--- config.mk ---
export PLATFORM = sky130hd
export DESIGN_NAME = shift_rotate_unit
export DESIGN_NICKNAME = d
export VERILOG_FILES = /design/src/rtl/shift_rotate_unit.sv
export SDC_FILE = /design/constraint.sdc
export NUM_CORES = 1
export LEC_CHECK = 0
export BUFFER_PORTS_ARGS = -buffer_cell sky130_fd_sc_hd__buf_2
export CAP_MARGIN = 30
export CORE_MARGIN = 2
export CORE_UTILIZATION = 56
export CTS_CLUSTER_DIAMETER = 30
export DETAILED_ROUTE_END_ITERATION = 12
export PLACE_DENSITY = 0.83
export SLEW_MARGIN = 0
export SYNTH_ARGS = -nofsm -noshare
export SYNTH_HDL_FRONTEND = slang
export SYNTH_SLANG_ARGS = --single-unit
--- constraint.sdc ---
create_clock -name clk -period 2.29 [get_ports clk]
set_input_delay 0.3435 -clock clk [delete_from_list [all_inputs] [get_ports clk]]
set_output_delay 0.3435 -clock clk [all_outputs]
set_load 0.02 [all_outputs]
--- src/rtl/shift_rotate_unit.sv ---
module shift_rotate_unit #(
  parameter int WIDTH     = 32,
  parameter int CNT_W     = 12,
  parameter int MAX_SHIFT = 16
) (
  input  logic             clk,
  input  logic             rst_n,
  input  logic             start,
  input  logic             rotate,
  input  logic [CNT_W-1:0] count,
  input  logic [WIDTH-1:0] operand,
  output logic [WIDTH:0]   result,
  output logic             done
);

  localparam int MAG_W = $clog2(MAX_SHIFT + 1);

  logic             busy;
  logic             dir_left;
  logic [MAG_W-1:0] rem;
  logic [WIDTH-1:0] work;

  logic             go_left;
  logic [CNT_W-1:0] mag_raw;
  logic [MAG_W-1:0] mag;
  logic [WIDTH:0]   wide;
  logic [WIDTH:0]   shifted;
  logic [WIDTH-1:0] stepped;
  logic             accept;

  assign go_left = count[CNT_W-1];
  assign mag_raw = go_left ? (~count + 1'b1) : count;
  assign mag     = (mag_raw > CNT_W'(MAX_SHIFT)) ? MAG_W'(MAX_SHIFT) : mag_raw[MAG_W-1:0];
  assign wide    = {1'b0, operand};
  assign shifted = go_left ? (wide << mag) : (wide >> mag);
  assign stepped = dir_left ? {work[WIDTH-2:0], work[WIDTH-1]}
                            : {work[0], work[WIDTH-1:1]};
  assign accept  = start && !busy;

  always_ff @(posedge clk or negedge rst_n) begin
    if (!rst_n) begin
      result   <= '0;
      done     <= 1'b0;
      busy     <= 1'b0;
      dir_left <= 1'b0;
      rem      <= '0;
      work     <= '0;
    end else begin
      done <= 1'b0;
      if (accept) begin
        if (!rotate || mag == '0) begin
          result <= shifted;
          done   <= 1'b1;
        end else begin
          work     <= operand;
          rem      <= mag;
          dir_left <= go_left;
          busy     <= 1'b1;
        end
      end else if (busy) begin
        work <= stepped;
        rem  <= rem - 1'b1;
        if (rem == MAG_W'(1)) begin
          busy   <= 1'b0;
          done   <= 1'b1;
          result <= {1'b0, stepped};
        end
      end
    end
  end

endmodule

==> results of run 1 <==
-- cell families after synthesis --
kind of cell    after synthesis  share of synthesized area [%]
compound gates              463                           34.8
mux                          70                           8.20
simple gates                478                           27.1
xor+xnor                      4                          0.404
flops                        73                           21.1
fa+ha+maj                     4                          0.578
buf+inv                     151                           7.81
-- per-stage QoR --
stage | utilization, % | hold WS (ns)
floorplan | - | 0.0479
global placement | 76.7 | 0.388
detailed placement | 76.7 | 0.388
CTS | 88.7 | 0.0330
-- timing repair --
action | CTS
buffers inserted | 48
gates cloned | 3
endpoints found under the setup margin | 73
endpoints found under the hold margin | 0
pin swaps | 81
resized for setup | 240
-- routing by layer --
layer	overflow	track usage (%)
met5	0	26.8
met4	46	80.0
met3	3	64.5
met2	50	94.6
met1	3	80.7
==> results.sh, run 1 <==
export IMPL_status="stopped before the end"
export IMPL_synth_seq_cells=73
export IMPL_syn_area_um2=8660
export IMPL_dp_worst_setup_slack_ns=-1.49
export IMPL_yosys_top_cells_count="nand2_1 (168), nor2_1 (117), a21oi_1 (116), o21ai_0 (103), clkbuf_1 (78)"
export IMPL_place_area_um2=11600
export IMPL_synth_most_common_cell="nand2_1"
export IMPL_die_height_um=128
export IMPL_postGrtWorstEndpoint="result[28]$_DFFE_PN0P_/D"
export IMPL_synth_edf_count=0
export IMPL_ys_async_sr_fraction_pct=100
export IMPL_yosysWarnings=0
export IMPL_toolErrorMsg="[ERROR GRT-0232] Routing congestion too high. Check the congestion heatmap in the GUI."
export IMPL_syn_num_nets=1295
export IMPL_portBuffers=81
export IMPL_synth_ff_type="dfrtp_1"
export IMPL_root_buffer="clkbuf_16"
export IMPL_yosys_area_top_type="dfrtp_1"
export IMPL_clk_path_buf_depth=2
export IMPL_die_w_um=128
export IMPL_grt_ovfl_total=102
export IMPL_avgSynthCellArea_um2=6.97
export IMPL_floorplan_initialDensity_pct=57.2
export IMPL_synthesis_instances=1243
export IMPL_cts_sinks=73
export IMPL_gp_congestion=1.21
export IMPL_haltStage="global routing (5_1_grt)"
export IMPL_synthDistinctLibCells=93
export IMPL_ios=82
export IMPL_hold_buffers=0
export IMPL_hpwl_mm=33.0
export IMPL_cts_made_buffers=9
export IMPL_rows=45
export IMPL_grt_max_degree=74
export IMPL_cts_htree_levels=3
export IMPL_synth_top_area_share_pct=21.1
export IMPL_synth_area_leaders="dfrtp_1 (21%), nand2_1 (7.3%), mux2i_1 (7.2%)"
export IMPL_worst_endpoint_kind="register data pin"
export IMPL_track_usage_pct=79.4
export IMPL_dp_cells=1704
export IMPL_ys_seq_area_share_pct=21.1
==> inputs of run 2 (changes only) <==
- CORE_UTILIZATION: 56 -> 40
- CTS_CLUSTER_DIAMETER: 30 -> default
- PLACE_DENSITY: 0.83 -> default
- PLACE_DENSITY_LB_ADDON: default -> 0.15
- clock period: 2.29 -> 3 ns (I/O delays scaled with it)
==> run 2 against run 1 <==
The flow now finishes, with violations (negative hold slack, negative setup slack); synthesized cell count unchanged; synthesized area did not move.
==> results.sh, run 2 <==
export IMPL_status="complete, but fails checks"
export IMPL_violations="negative hold slack, negative setup slack"
export IMPL_die_w_um=151
export IMPL_synth_top_family_by_area="compound AO/OA/AOI/OAI gates"
export IMPL_final_cell_mix="buf_4 (283), nand2_1 (157), o21ai_0 (90)"
export IMPL_slew_limit_headroom_pct=54.2
export IMPL_critical_path_cell_chain="buf_8, inv_8, ha_4, or4b_4, nor4bb_2, o21bai_1, buf_4, nand3_4, buf_6, nor3_4, buf_6, buf_6, a211oi_4, a211o_1, a21oi_2, a2111oi_4, buf_4, a21oi_2"
export IMPL_setup_worst_path_end_class="flop"
export IMPL_cts_made_buffers=9
export IMPL_clk_pin_slew_ns=0.07
export IMPL_cpPeakStageDelay_ns=0.48
export IMPL_peakVddDrop_v=0.000413
export IMPL_slowest_stage="or4b_4"
export IMPL_tightest_slew_ns=0.688
export IMPL_synth_compound_area_share_pct=34.8
export IMPL_via_per_inst=6.61
export IMPL_drive_above_1_share_pct=48.3
export IMPL_synthAdderAreaFrac_pct=0.578
export IMPL_critPathMaxFanout=7
export IMPL_clk_path_buf_depth=2
export IMPL_busiest_layer="met2"
export IMPL_crit_path_frequent_cell="buf_6"
export IMPL_fp_coreArea_um2=21200
export IMPL_reg_top3="result: 33 flops, work: 32 flops, rem: 5 flops"
export IMPL_ios=82
export IMPL_clock_latency_ns=0.34
export IMPL_ys_seq_area_share_pct=21.1
export IMPL_ant_nets=0
export IMPL_finalMaxSlewViolations=0
export IMPL_period_share_pct=109
export IMPL_p_total_mw=7.50
export IMPL_cp_start_kind="input port"
export IMPL_synth_seq_cells=73
export IMPL_die_height_um=151
export IMPL_drt_iter0_markers=1719
export IMPL_largest_reg_flops=33
export IMPL_ys_async_sr_fraction_pct=100
export IMPL_yosysWarnings=0
export IMPL_power_density_nw_per_um2=519
export IMPL_met2_usage_pct=61.3
export IMPL_cts_sinks=73
export IMPL_fin_ws_ns=-0.284
export IMPL_syn_area_um2=8660
export IMPL_grt_pass1_vias=11500
export IMPL_yosys_top_cells_count="nand2_1 (168), nor2_1 (117), a21oi_1 (116), o21ai_0 (103), clkbuf_1 (78)"
export IMPL_yosys_area_top_type="dfrtp_1"
export IMPL_synth_mux_area_share_pct=8.20
export IMPL_floorplan_initialDensity_pct=41.0
export IMPL_min_period_ns=3.28
export IMPL_critPathBufInv=7
export IMPL_met3_usage_pct=9.40
export IMPL_synth_edf_count=0
export IMPL_hpwl_mm=35.5
export IMPL_gp_congestion=1.10
export IMPL_avgSynthCellArea_um2=6.97
export IMPL_synthDistinctLibCells=93
export IMPL_synthesis_instances=1243
export IMPL_syn_num_nets=1295
export IMPL_synth_xor_area_share_pct=0.404
export IMPL_fin_skew_ns=0.0106
export IMPL_cts_tree="done"
export IMPL_synth_area_leaders="dfrtp_1 (21%), nand2_1 (7.3%), mux2i_1 (7.2%)"
export IMPL_routed_wl_mm=48.8
export IMPL_fin_setup_tns_ns=-10.73
export IMPL_mostFrequentLayoutCell="buf_4"
export IMPL_crit_required_ns=3.22
export IMPL_grt_use_met1_pct=57.2
export IMPL_vias=12300
export IMPL_post_drt_wl_per_cell_um=26.2
export IMPL_max_freq_mhz=304
export IMPL_root_buffer="clkbuf_16"
export IMPL_cts_htree_levels=3
export IMPL_crit_family="compound AO/OA/AOI/OAI gates"
export IMPL_synth_most_common_cell="nand2_1"
export IMPL_nets=1632
export IMPL_grt_pass1_wl_mm=70.8
export IMPL_setup_viol=71
export IMPL_p_leak_nw=5.80
export IMPL_antenna_found_initial=2
export IMPL_synthSimpleGateAreaFrac_pct=27.1
export IMPL_dr_pass1_iters=6
export IMPL_track_usage_pct=41.7
export IMPL_maxCapViolCount=0
export IMPL_portBuffers=81
export IMPL_grt_max_degree=88
export IMPL_synth_ff_type="dfrtp_1"
export IMPL_finalHoldViolCount=2
export IMPL_rsz0062_at_grt="yes"
export IMPL_grt_ovfl_total=0
export IMPL_area_growth_syn_to_layout_pct=66.7
export IMPL_arrival_ns=3.51
export IMPL_whs_ns=-0.000909
export IMPL_dieArea_um2=22900
export IMPL_drc=0
export IMPL_crit_type="input port to flop"
export IMPL_rows=53
export IMPL_synth_top_area_share_pct=21.1
export IMPL_regMostFlops="result"
export IMPL_hold_class="input port to asynchronous set/reset pin"
[run 2: cell type report]
type	instances	area, um^2
Antenna cell	1	2.50
Clock buffer	10	239
Clock inverter	6	90.1
Fill cell	1746	6710
Inverter	20	95.1
Multi-Input combinational cell	1020	7970
Sequential cell	73	1830
Tap cell	275	344
Timing Repair Buffer	456	3880
[run 2: metrics by stage]
stage               hold slack (ns)  std cells  utilization [%]  area, um^2  setup slack, ns
floorplan                     0.154       1243                -        9100           -0.427
global placement              0.469       1764             54.5       11500            -1.00
detailed placement            0.474       1764             54.5       11500           -0.958
CTS                           0.313       1832             63.6       13500           -0.290
global route                 0.0115       1860             68.3       14400           -0.400
finish                    -0.000909       1861             68.3       14400           -0.284
[run 2: kinds of logic (layout without fill, tap and decap cells)]
kind of cell | count (synthesis) | count (layout)
XOR/XNOR | 4 | 4
multiplexers | 70 | 70
other | 0 | 1
adder cells (fa/ha/maj) | 4 | 4
AO/OA/AOI/OAI | 463 | 464
AND/OR/NAND/NOR | 478 | 478
buffers and inverters | 151 | 492
flip-flops | 73 | 73
[run 2: power by group]
group          leakage, nW  switching, mW  internal, mW
sequential           0.806          0.553          1.45
clock                0.159          0.466         0.755
combinational         4.83           2.47          1.80
[run 2: layer usage]
| metal | wire (um) | share of wire (%) |
|---|---|---|
| met3 | 5610 | 11 |
| met4 | 3250 | 6.6 |
| met1 | 19600 | 40 |
| met5 | 13 | 0.027 |
| met2 | 20300 | 42 |
[run 2: worst paths after layout]
path | start | to | slack (ns) | cells past startpoint
min in group clk | result[3] | result[3] | 0.48 | 2
worst min register to register | result[3] | result[3] | 0.48 | 2
worst min-delay path | rst_n | rem[4] | -0.0009 | 1
worst max-delay path | count[1] | result[11] | -0.28 | 18
max in group asynchronous | rst_n | done | 2.42 | 2
worst max register to register | busy | result[9] | 0.59 | 8
[run 2: worst reg2reg max path, delay by kind of cell (launching register included)]
| family | cells | cell delay (ns) |
|---|---|---|
| AOI/OAI and AO/OA | 4 | 0.71 |
| buffers and inverters | 1 | 0.21 |
| DFF | 1 | 0.46 |
| and+or+nand+nor | 3 | 0.91 |
[run 2: repair_timing]
action                     4_1_cts  5_1_grt
setup buffers                   53       34
gates resized for setup        245      164
pin swaps                       83      104
gates cloned                     7        0
setup endpoints to repair       72       72
hold buffers                     0        0
No activity file was read; power rests on OpenSTA's default activity.
